### src/rtl/trw_pkg.sv
package trw_pkg;
  localparam int WORD_W     = 64;
  localparam int KIND_W     = 2;
  localparam int REC_WORDS  = 3;
  localparam int WORD_BYTES = 8;
  localparam int REC_BYTES  = REC_WORDS * WORD_BYTES;

  typedef enum logic [KIND_W-1:0] {
    EV_BRANCH = 2'd0,
    EV_INTR   = 2'd1,
    EV_EXCEPT = 2'd2,
    EV_NONE   = 2'd3
  } ev_kind_e;

  // flags word of a record: kind in the low bits, zeros above
  function automatic logic [WORD_W-1:0] flags_word(input logic [KIND_W-1:0] k);
    return {{(WORD_W-KIND_W){1'b0}}, k};
  endfunction

  // byte offset of word w inside a record
  function automatic logic [WORD_W-1:0] word_offset(input logic [1:0] w);
    return WORD_W'(w) * WORD_W'(WORD_BYTES);
  endfunction
endpackage

### src/rtl/trw_fifo.sv
module trw_fifo #(
  parameter int W     = 8,
  parameter int DEPTH = 4
) (
  input  logic         clk,
  input  logic         rst_n,
  input  logic         push,
  input  logic [W-1:0] wr_data,
  input  logic         pop,
  output logic [W-1:0] rd_data,
  output logic         full,
  output logic         empty
);
  localparam int PW = (DEPTH > 1) ? $clog2(DEPTH) : 1;
  localparam int CW = $clog2(DEPTH + 1);

  logic [W-1:0]  mem_q [DEPTH];
  logic [PW-1:0] wp_q, rp_q;
  logic [CW-1:0] cnt_q;

  function automatic logic [PW-1:0] ptr_inc(input logic [PW-1:0] p);
    return (p == PW'(DEPTH - 1)) ? '0 : p + 1'b1;
  endfunction

  assign full    = (cnt_q == CW'(DEPTH));
  assign empty   = (cnt_q == '0);
  assign rd_data = mem_q[rp_q];

  always_ff @(posedge clk) begin
    if (push) mem_q[wp_q] <= wr_data;
  end

  always_ff @(posedge clk) begin
    if (!rst_n) begin
      wp_q  <= '0;
      rp_q  <= '0;
      cnt_q <= '0;
    end else begin
      if (push) wp_q <= ptr_inc(wp_q);
      if (pop)  rp_q <= ptr_inc(rp_q);
      case ({push, pop})
        2'b10:   cnt_q <= cnt_q + 1'b1;
        2'b01:   cnt_q <= cnt_q - 1'b1;
        default: cnt_q <= cnt_q;
      endcase
    end
  end
endmodule

### src/rtl/trw_ctrl.sv
module trw_ctrl
  import trw_pkg::*;
#(
  parameter int MA_W = 32
) (
  input  logic            clk,
  input  logic            rst_n,
  input  logic            ctl_en_wr,
  input  logic            ctl_en_val,
  input  logic            unavail,
  input  logic            ctl_base_wr,
  input  logic [MA_W-1:0] ctl_base_val,
  input  logic            ctl_lim_wr,
  input  logic [MA_W-1:0] ctl_lim_val,
  input  logic            smm_act,
  input  logic            mce,
  input  logic            ev_valid,
  input  logic [KIND_W-1:0] ev_kind,
  input  logic            fifo_full,
  input  logic            outstanding,
  output logic            en_q,
  output logic            push,
  output logic            ovf_q,
  output logic            base_load
);
  localparam logic [MA_W-1:0] STEP = MA_W'(REC_BYTES);

  logic [MA_W-1:0] alloc_q, limit_q;
  logic            kill, room, want, overflow_hit, kind_ok;

  // room check done one bit wider so the sum cannot wrap
  function automatic logic fits(input logic [MA_W-1:0] a, input logic [MA_W-1:0] lim);
    return ({1'b0, a} + {1'b0, STEP}) <= {1'b0, lim};
  endfunction

  assign kill         = mce | smm_act;
  assign base_load    = ctl_base_wr & ~outstanding;
  assign room         = fits(alloc_q, limit_q);
  assign kind_ok      = (ev_kind_e'(ev_kind) != EV_NONE);
  assign want         = ev_valid & en_q & ~kill & kind_ok & room & ~base_load;
  assign push         = want & ~fifo_full;
  assign overflow_hit = want & fifo_full;

  always_ff @(posedge clk) begin
    if (!rst_n) begin
      en_q    <= 1'b0;
      ovf_q   <= 1'b0;
      alloc_q <= '0;
      limit_q <= '0;
    end else begin
      if (kill)           en_q <= 1'b0;
      else if (ctl_en_wr) en_q <= ctl_en_val & ~unavail;

      if (overflow_hit) ovf_q <= 1'b1;

      if (base_load) alloc_q <= ctl_base_val;
      else if (push) alloc_q <= alloc_q + STEP;

      if (ctl_lim_wr) limit_q <= ctl_lim_val;
    end
  end
endmodule

### src/rtl/trw_emit.sv
module trw_emit
  import trw_pkg::*;
#(
  parameter int VA_W = 64,
  parameter int MA_W = 32,
  localparam int REC_W = 2 * VA_W + KIND_W
) (
  input  logic              clk,
  input  logic              rst_n,
  input  logic [REC_W-1:0]  head,
  input  logic              empty,
  input  logic              mem_ready,
  input  logic              base_load,
  input  logic [MA_W-1:0]   base_val,
  output logic              pop,
  output logic              busy,
  output logic              mem_req,
  output logic [MA_W-1:0]   mem_addr,
  output logic [WORD_W-1:0] mem_data,
  output logic              rec_done,
  output logic [MA_W-1:0]   idx
);
  localparam logic [MA_W-1:0] STEP = MA_W'(REC_BYTES);
  localparam logic [1:0]      LAST = 2'(REC_WORDS - 1);

  logic             busy_q;
  logic [1:0]       wsel_q;
  logic [REC_W-1:0] rec_q;
  logic [MA_W-1:0]  idx_q;

  assign busy     = busy_q;
  assign pop      = ~busy_q & ~empty;
  assign rec_done = busy_q & mem_ready & (wsel_q == LAST);
  assign mem_req  = busy_q;
  assign mem_addr = idx_q + MA_W'(word_offset(wsel_q));
  assign idx      = idx_q;

  always_comb begin
    case (wsel_q)
      2'd0:    mem_data = WORD_W'(rec_q[REC_W-1 -: VA_W]);
      2'd1:    mem_data = WORD_W'(rec_q[KIND_W +: VA_W]);
      default: mem_data = flags_word(rec_q[KIND_W-1:0]);
    endcase
  end

  always_ff @(posedge clk) begin
    if (!rst_n) begin
      busy_q <= 1'b0;
      wsel_q <= '0;
      rec_q  <= '0;
      idx_q  <= '0;
    end else begin
      if (base_load) idx_q <= base_val;
      if (pop) begin
        rec_q  <= head;
        busy_q <= 1'b1;
        wsel_q <= '0;
      end else if (busy_q && mem_ready) begin
        if (wsel_q == LAST) begin
          busy_q <= 1'b0;
          idx_q  <= idx_q + STEP;
        end else begin
          wsel_q <= wsel_q + 1'b1;
        end
      end
    end
  end
endmodule

### src/rtl/trace_rec_writer.sv
module trace_rec_writer
  import trw_pkg::*;
#(
  parameter int VA_W  = 64,
  parameter int MA_W  = 32,
  parameter int DEPTH = 4
) (
  input  logic              clk,
  input  logic              rst_n,
  input  logic              ctl_en_wr,
  input  logic              ctl_en_val,
  input  logic              unavail,
  input  logic              ctl_base_wr,
  input  logic [MA_W-1:0]   ctl_base_val,
  input  logic              ctl_lim_wr,
  input  logic [MA_W-1:0]   ctl_lim_val,
  input  logic              smm_act,
  input  logic              mce,
  input  logic              ev_valid,
  input  logic [1:0]        ev_kind,
  input  logic [VA_W-1:0]   ev_from,
  input  logic [VA_W-1:0]   ev_to,
  output logic              mem_req,
  input  logic              mem_ready,
  output logic [MA_W-1:0]   mem_addr,
  output logic [63:0]       mem_data,
  output logic              trc_en,
  output logic              ovf,
  output logic [MA_W-1:0]   cur_index
);
  localparam int REC_W = 2 * VA_W + KIND_W;

  // named internal events, observed by the checker
  logic push_w, pop_w, rec_done_w, base_load_w;
  logic fifo_full_w, fifo_empty_w, busy_w;
  logic [REC_W-1:0] head_w;

  trw_ctrl #(.MA_W(MA_W)) u_ctrl (
    .clk(clk), .rst_n(rst_n),
    .ctl_en_wr(ctl_en_wr), .ctl_en_val(ctl_en_val), .unavail(unavail),
    .ctl_base_wr(ctl_base_wr), .ctl_base_val(ctl_base_val),
    .ctl_lim_wr(ctl_lim_wr), .ctl_lim_val(ctl_lim_val),
    .smm_act(smm_act), .mce(mce),
    .ev_valid(ev_valid), .ev_kind(ev_kind),
    .fifo_full(fifo_full_w), .outstanding(busy_w | ~fifo_empty_w),
    .en_q(trc_en), .push(push_w), .ovf_q(ovf), .base_load(base_load_w)
  );

  trw_fifo #(.W(REC_W), .DEPTH(DEPTH)) u_fifo (
    .clk(clk), .rst_n(rst_n),
    .push(push_w), .wr_data({ev_from, ev_to, ev_kind}),
    .pop(pop_w), .rd_data(head_w),
    .full(fifo_full_w), .empty(fifo_empty_w)
  );

  trw_emit #(.VA_W(VA_W), .MA_W(MA_W)) u_emit (
    .clk(clk), .rst_n(rst_n),
    .head(head_w), .empty(fifo_empty_w), .mem_ready(mem_ready),
    .base_load(base_load_w), .base_val(ctl_base_val),
    .pop(pop_w), .busy(busy_w),
    .mem_req(mem_req), .mem_addr(mem_addr), .mem_data(mem_data),
    .rec_done(rec_done_w), .idx(cur_index)
  );
endmodule

### config.mk
export PLATFORM = sky130hd
export DESIGN_NAME = trace_rec_writer
export DESIGN_NICKNAME = d
export VERILOG_FILES = /design/src/rtl/trw_pkg.sv /design/src/rtl/trw_fifo.sv /design/src/rtl/trw_ctrl.sv /design/src/rtl/trw_emit.sv /design/src/rtl/trace_rec_writer.sv
export SDC_FILE = /design/constraint.sdc
export NUM_CORES = 1
export LEC_CHECK = 0
export BUFFER_PORTS_ARGS = -buffer_cell sky130_fd_sc_hd__buf_4
export CELL_PAD_IN_SITES_DETAIL_PLACEMENT = 0
export CELL_PAD_IN_SITES_GLOBAL_PLACEMENT = 1
export CORE_ASPECT_RATIO = 1.75
export CORE_MARGIN = 5
export CORE_UTILIZATION = 30
export CTS_CLUSTER_SIZE = 28
export DETAILED_ROUTE_END_ITERATION = 6
export GPL_ROUTABILITY_DRIVEN = 1
export PLACE_DENSITY_LB_ADDON = 0.08
export SLEW_MARGIN = 30
export SYNTH_ARGS = -nofsm -noshare
export SYNTH_HDL_FRONTEND = slang
export SYNTH_SLANG_ARGS = --single-unit
### constraint.sdc
create_clock -name clk -period 9.6 [get_ports clk]
set_input_delay 0.96 -clock clk [delete_from_list [all_inputs] [get_ports clk]]
set_output_delay 0.96 -clock clk [all_outputs]
set_load 0.03 [all_outputs]
## Yosys cells after proc, flatten, opt, wreduce, memory -nomap -nowiden

Memory sizes are Yosys's and may differ from the RTL's. A register that Yosys moved wholly into a read port is not among the register bits.
Index checks and enable logic that the tools add are counted.

- Bits in registers: 108
- Latch bits: 0
- RAM bits: 520
- ROM bits: 0
- Input port bits: 205
- Output and inout port bits: 131
- Logic and storage cells: 77
- Memories kept: 1

Memories:

| memory | words | bits a word | rd ports | clocked after memory_dff | write ports | RTL line | source |
|---|---|---|---|---|---|---|---|
| u_fifo.mem_q | 4 | 130 | 1 | 1 | 1 | trw_fifo.sv:17 | `logic [W-1:0] mem_q [DEPTH];` |

- Add/subtract/negate cells: 9
- Multiply operators: 0
- Div/mod/pow operators: 0
- Magnitude comparators: 1
- Eq/ne operators: 8
- Shifts and indexed selects: 0
- Muxes and demuxes: 15
- Bitwise logic cells: 21
- Reduce and logical (&&, ||, !) cells: 12

Operator list:

| kind | number |
|---|---|
| two-way mux 32 bit | 6 |
| case mux 64 bit (2 select lines) | 1 |
| adder 32 x 5 -> 32 bit, second input constant | 2 |
| adder 32 x 5 -> 33 bit, second input constant | 1 |
| less-or-equal comparator 33 x 32 -> 1 bit | 1 |
| adder 32 x 5 -> 32 bit | 1 |
| bitwise AND 1 bit | 10 |
| NOT 1 bit | 9 |
| == test 2 bit, second input constant | 4 |
| nonzero test 2 bit | 4 |
| adder 2 x 1 -> 2 bit, second input constant | 3 |
| case mux 3 bit (2 select lines) | 1 |
| two-way mux 1 bit | 5 |
| == test 2 x 1 -> 1 bit, second input constant | 2 |
| two-way mux 2 bit | 2 |
| AND reduction 2 bit | 2 |
| OR reduction 2 bit | 2 |
| adder 3 x 1 -> 3 bit, second input constant | 1 |
| == test 3 bit, second input constant | 1 |
| logical NOT 3 bit | 1 |
| subtractor 3 x 1 -> 3 bit, second input constant | 1 |
| logical NOT 2 bit | 1 |
| inequality test 2 bit, second input constant | 1 |
| bitwise OR 1 bit | 2 |
| 2 further kinds | 2 |

## Logic depth before layout (Yosys ltp)

- Depth in word-level cells: 10
- Mapped depth: 22

## Hierarchy

Synthesis repeated with hierarchy kept, for this count alone.

- Cells, all modules: 2231
- Area, all modules: 31345.1 um^2

By module, submodules not included:

| module | times used | cells each | area each (um^2) |
|---|---|---|---|
| trw_fifo | 1 | 726 | 19326.0 |
| trw_emit | 1 | 1003 | 7827.5 |
| trw_ctrl | 1 | 501 | 4185.3 |
| trace_rec_writer | 1 | 1 | 6.3 |

## Least setup slack after synthesis

OpenSTA, ideal clock, no wires.

- Path type: register to register
- Start: register u_ctrl.alloc_q[3]
- End: memory u_fifo.mem_q[0][0] in the netlist's numbering, enable pin
- Setup time: 0.505 ns
- Data arrival time: 6.662 ns
- Slack: 2.433 ns
- Stages on the path, launching flop included: 17
- Path buffers: 1
- Period minus slack after synthesis: 7.167 ns
- Cells stage by stage: dfxtp_1 > inv_1 > ha_1 > nand3b_1 > or2_2 > clkbuf_1 > nor4_4 > and4_1 > xor2_1 > ha_1 > nand4_1 > nor4_2 > nand2_1 > o31ai_1 > nand3_1 > a21oi_1 > and3_1

- Word-level cells in the longest chain between the ends: 7

Ends and longest elaborated chain:

| element | RTL line | source |
|---|---|---|
| start, declared | trw_ctrl.sv:28 | `logic [MA_W-1:0] alloc_q, limit_q;` |
| start signal, assigned | trw_ctrl.sv:56 | `if (base_load) alloc_q <= ctl_base_val;` |
| start signal, assigned | trw_ctrl.sv:57 | `else if (push) alloc_q <= alloc_q + STEP;` |
| adder 32 x 5 -> 33 bit | trw_ctrl.sv:33 | `return ({1'b0, a} + {1'b0, STEP}) <= {1'b0, lim};` |
| less-or-equal comparator 33 x 32 -> 1 bit | trw_ctrl.sv:33 |  |
| bitwise AND 1 bit (2 in series) | trw_ctrl.sv:40 | `assign want = ev_valid & en_q & ~kill & kind_ok & room & ~base_load;` |
| bitwise AND 1 bit | trw_ctrl.sv:41 | `assign push = want & ~fifo_full;` |
| two-way mux 1 bit | trw_fifo.sv:30 | `if (push) mem_q[wp_q] <= wr_data;` |
| two-way mux 1 bit (not written as such) | trw_fifo.sv:30 |  |
| end, declared | trw_fifo.sv:17 |  |

Every way passes these cells.

## Final worst setup path

- Start: register u_ctrl.alloc_q[3]
- End: memory u_fifo.mem_q[1][73] in the netlist's numbering, enable pin

Same word-level chain as after synthesis.

==> key figures <==
Run status
  • Status: completed

Timing
  • Final WS setup: 3.48 ns
  • Final setup violation count: 0
  • Number of max-slew violations in the final report: 0
  • Fmax: 0.163 GHz
  • Endpoints failing hold: 0
  • Max-Slew Margin vs Limit: 0.366
  • Clock skew: 0.0264 ns
  • Final period util: 0.637
  • Setup TNS: 0 ns
  • Tmin final: 6.12 ns
  • Least-Margin Pin Slew: 0.941 ns
  • Hold slack: 0.452 ns
  • RSZ-0062 raised after global routing: no

Yosys
  • Compound-gate portion of the synthesized area: 0.0800
  • Most frequent cell after synthesis: edfxtp_1
  • Sequential area share after synthesis: 0.650
  • Mean Syn Cell Area: 13.7 sq um
  • Syn_nets: 2,545
  • Mapped Cells: 2,293
  • Post-synth EDFFs: 520
  • Distinct cell type count after synthesis: 69
  • Multiplexer share of the synthesized area: 0.104
  • XOR/XNOR Fraction of Synth Area: 0.0159
  • Fraction of the mapped netlist area in simple logic gates: 0.103
  • YS warnings: 0
  • Post-synthesis adder-cell area fraction: 0.0192
  • Post-synth top area cell: edfxtp_1
  • Post-synth top cells: edfxtp_1 (520), nand2_1 (342), dfxtp_1 (238)
  • Ys flop type: edfxtp_1
  • Largest family of logic cells by synthesized area: multiplexers
  • Cell Area, Synth: 31,400 sq um
  • Synth area leaders: edfxtp_1 (50%), dfxtp_1 (15%), mux4_2 (9.3%)
  • Area fraction of the dominant cell type after synthesis: 0.498
  • FF+latch count, synth: 758
  • Async SR Flop Fraction: 0

GRT
  • Total grt overflow: 0
  • Initial antenna violation count: 13
  • Pin count of the biggest net entering global routing: 131
  • Vias in the first global route: 20,854
  • Total GRT Usage: 0.173
  • Global-route wire length before repair: 143,000 um

Cells and area
  • Fillers: 10,115
  • Share of layout cells above drive strength 1: 0.243
  • Final-stage net count: 2,834
  • Syn-to-layout area delta: 21.0%

Clock tree
  • Hold_buf cts: 0
  • Cts bufs inserted: 80
  • Clock buffer depth: 3
  • # H-tree levels: 3
  • TritonCTS Sinks: 758
  • Post-CTS resize count: 0
  • Clk slew on worst S/H paths: 0.06 ns
  • CTS tree: built
  • Clock Latency Late Sink: 0.65 ns
  • Number of post-CTS setup repair buffers: 0
  • CTS Root Cell: clkbuf_16

Run
  • Max_cap viols: 0

Floorplan
  • CORE AREA: 104,000 sq um
  • # IOs: 336
  • Num rows: 157
  • Die Y: 438 um
  • Chip width: 254 um
  • Die area: 111,000 sq um
  • Starting Density: 0.301

Worst setup path
  • CP Launch Point: u_ctrl.alloc_q[3]$_SDFFE_PN0P_
  • Crit path arrival time: 6.39 ns
  • CP top delay family: simple AND/OR/NAND/NOR gates
  • Worst path bufs/invs: 3
  • Reg-to-reg startpoint: u_ctrl.alloc_q[3]$_SDFFE_PN0P_
  • CP cell instances: inv_1 > ha_1 > nand3b_1 > or2_2 > nor4_4 > and4_1 > xor2_1 > ha_1 > nand4_1 > nor4_2 > nand2_1 > o31ai_1 > nand3_1 > a21oi_1 > and3_4 > buf_12 > buf_16
  • CP max FO: 73
  • CP Launch Type: flop
  • Slowest stage delay, CP: 0.52 ns
  • Crit-path most repeated cell: ha_1
  • Critical-path top delay cell: nor4_2
  • WS Path Type: flop to flop
  • Required @ worst endpoint: 9.87 ns
  • R2r setup slk: 3.48 ns
  • CP endpoint kind: flop

Pwr
  • Leak: 12.9 nW
  • Peak supply drop: 0.158 mV
  • Final Power: 7.71 mW
  • PwrDens: 203 nW/um^2

Place
  • Pre-CTS setup slack: 3.51 ns
  • Post-DP HPWL: 62,600 um
  • Gpl congestion: 0.821
  • Port buffer count: 335

Routing
  • Vias: 19,947
  • Initial DRC count: 1,113
  • Vias per cell: 4.98
  • Post-route ant nets: 0
  • TritonRoute pass-1 iters: 5
  • WL final: 98,400 um
  • Routed len/inst: 24.6 um
  • # DRC: 0

Worst hold path
  • Hold_sp: u_emit.rec_q[100]$_SDFFE_PN0P_
  • Min-delay worst type: flop to flop
-- worst min-delay path, cell delays in order (launching register included) --
cell and delay, ns:
dfxtp_1 0.31, nand2_1 0.05, a21oi_1 0.05
-- power by group --
part,total [mW],internal [mW],switching (mW)
Clock,3.06,1.74,1.32
Combinational,0.964,0.374,0.590
Sequential,3.68,3.57,0.105
Total,7.71,5.69,2.02
-- layer usage --
metal	wire length, um	share of wire	GRT usage	up-vias
met1	37200	0.38	0.194	10074
met5	76	0.00077	0	-
met4	3520	0.036	0.0646	10
li1	-	-	-	9208
met3	6030	0.061	0.0432	140
met2	51600	0.52	0.313	515
-- stage by stage --
stage / cell area, sq um / instances / util
final: 38000 / 4006 / 0.364
after global routing: 38000 / 3999 / 0.364
after CTS: 37800 / 3995 / 0.363
after detailed placement: 35300 / 3847 / 0.338
after global placement: 35200 / 3845 / 0.338
after floorplan: 31400 / 2293 / -
-- registers in the layout, summed over array words and instances (netlist names), 2 cells and up --
register,count
u_emit.idx,32
u_ctrl.alloc_q,32
u_fifo.cnt_q,3
u_fifo.rp_q,2
u_emit.rec_q,130
u_fifo.wp_q,2
u_fifo.mem_q,520
u_ctrl.limit_q,32
u_emit.wsel_q,2
-- cell usage in the layout, fill, tap and decap left out, types with 6 or more instances in the layout --
cell type,Yosys,final
nand4_1,17,17
a21boi_0,49,49
a22o_1,62,62
mux2i_1,35,35
nor2_1,70,69
inv_1,54,54
o21ai_0,48,47
nor4_1,7,7
nor2b_1,36,36
a31oi_1,13,13
mux4_2,130,130
o311a_1,10,10
a211oi_1,10,10
a32oi_1,13,13
and3_1,33,29
nand2_1,342,342
clkinv_1,1,13
xor2_1,17,17
a311oi_1,9,9
nand3_1,76,76
nor4b_1,16,16
diode_2,0,7
and2_1,9,9
nor3_1,31,31
xnor2_1,40,40
clkinvlp_4,0,6
ha_1,45,43
bufinv_16,0,6
buf_4,5,354
clkbuf_16,0,81
o211ai_1,6,6
dfxtp_1,238,236
clkinv_2,0,12
edfxtp_1,520,520
clkbuf_1,123,21
nand3b_1,9,9
a21oi_1,130,130
-- final timing paths --
kind	endpoint	cells past startpoint
max reg2reg	u_fifo.mem_q[1][73]$_DFFE_PP_	17
min reg2reg	u_emit.rec_q[100]$_SDFFE_PN0P_	2
min	u_emit.rec_q[100]$_SDFFE_PN0P_	2
max	u_fifo.mem_q[1][73]$_DFFE_PP_	17
-- final cells by class --
cell class,instances,area (sq um),area share
Clock inverter,44,422,0.0111
Inverter,56,220,0.00580
Tap cell,1351,1690,0.0445
Clock buffer,104,2130,0.0562
Sequential cell,758,20400,0.537
Antenna cell,7,17.5,0.000461
Multi-Input combinational cell,1319,10200,0.268
Timing Repair Buffer,367,2930,0.0771
-- cell families (layout without fill, tap and decap cells) --
| group | Yosys count | count (layout) |
|---|---|---|
| muxes | 165 | 165 |
| adders and majority gates | 47 | 47 |
| other | 0 | 7 |
| and+or+nand+nor | 677 | 677 |
| buffers and inverters | 216 | 571 |
| AOI/OAI and AO/OA | 373 | 373 |
| xor gates and xnor gates | 57 | 57 |
| DFF | 758 | 758 |
No activity file was read; power rests on OpenSTA's default activity.
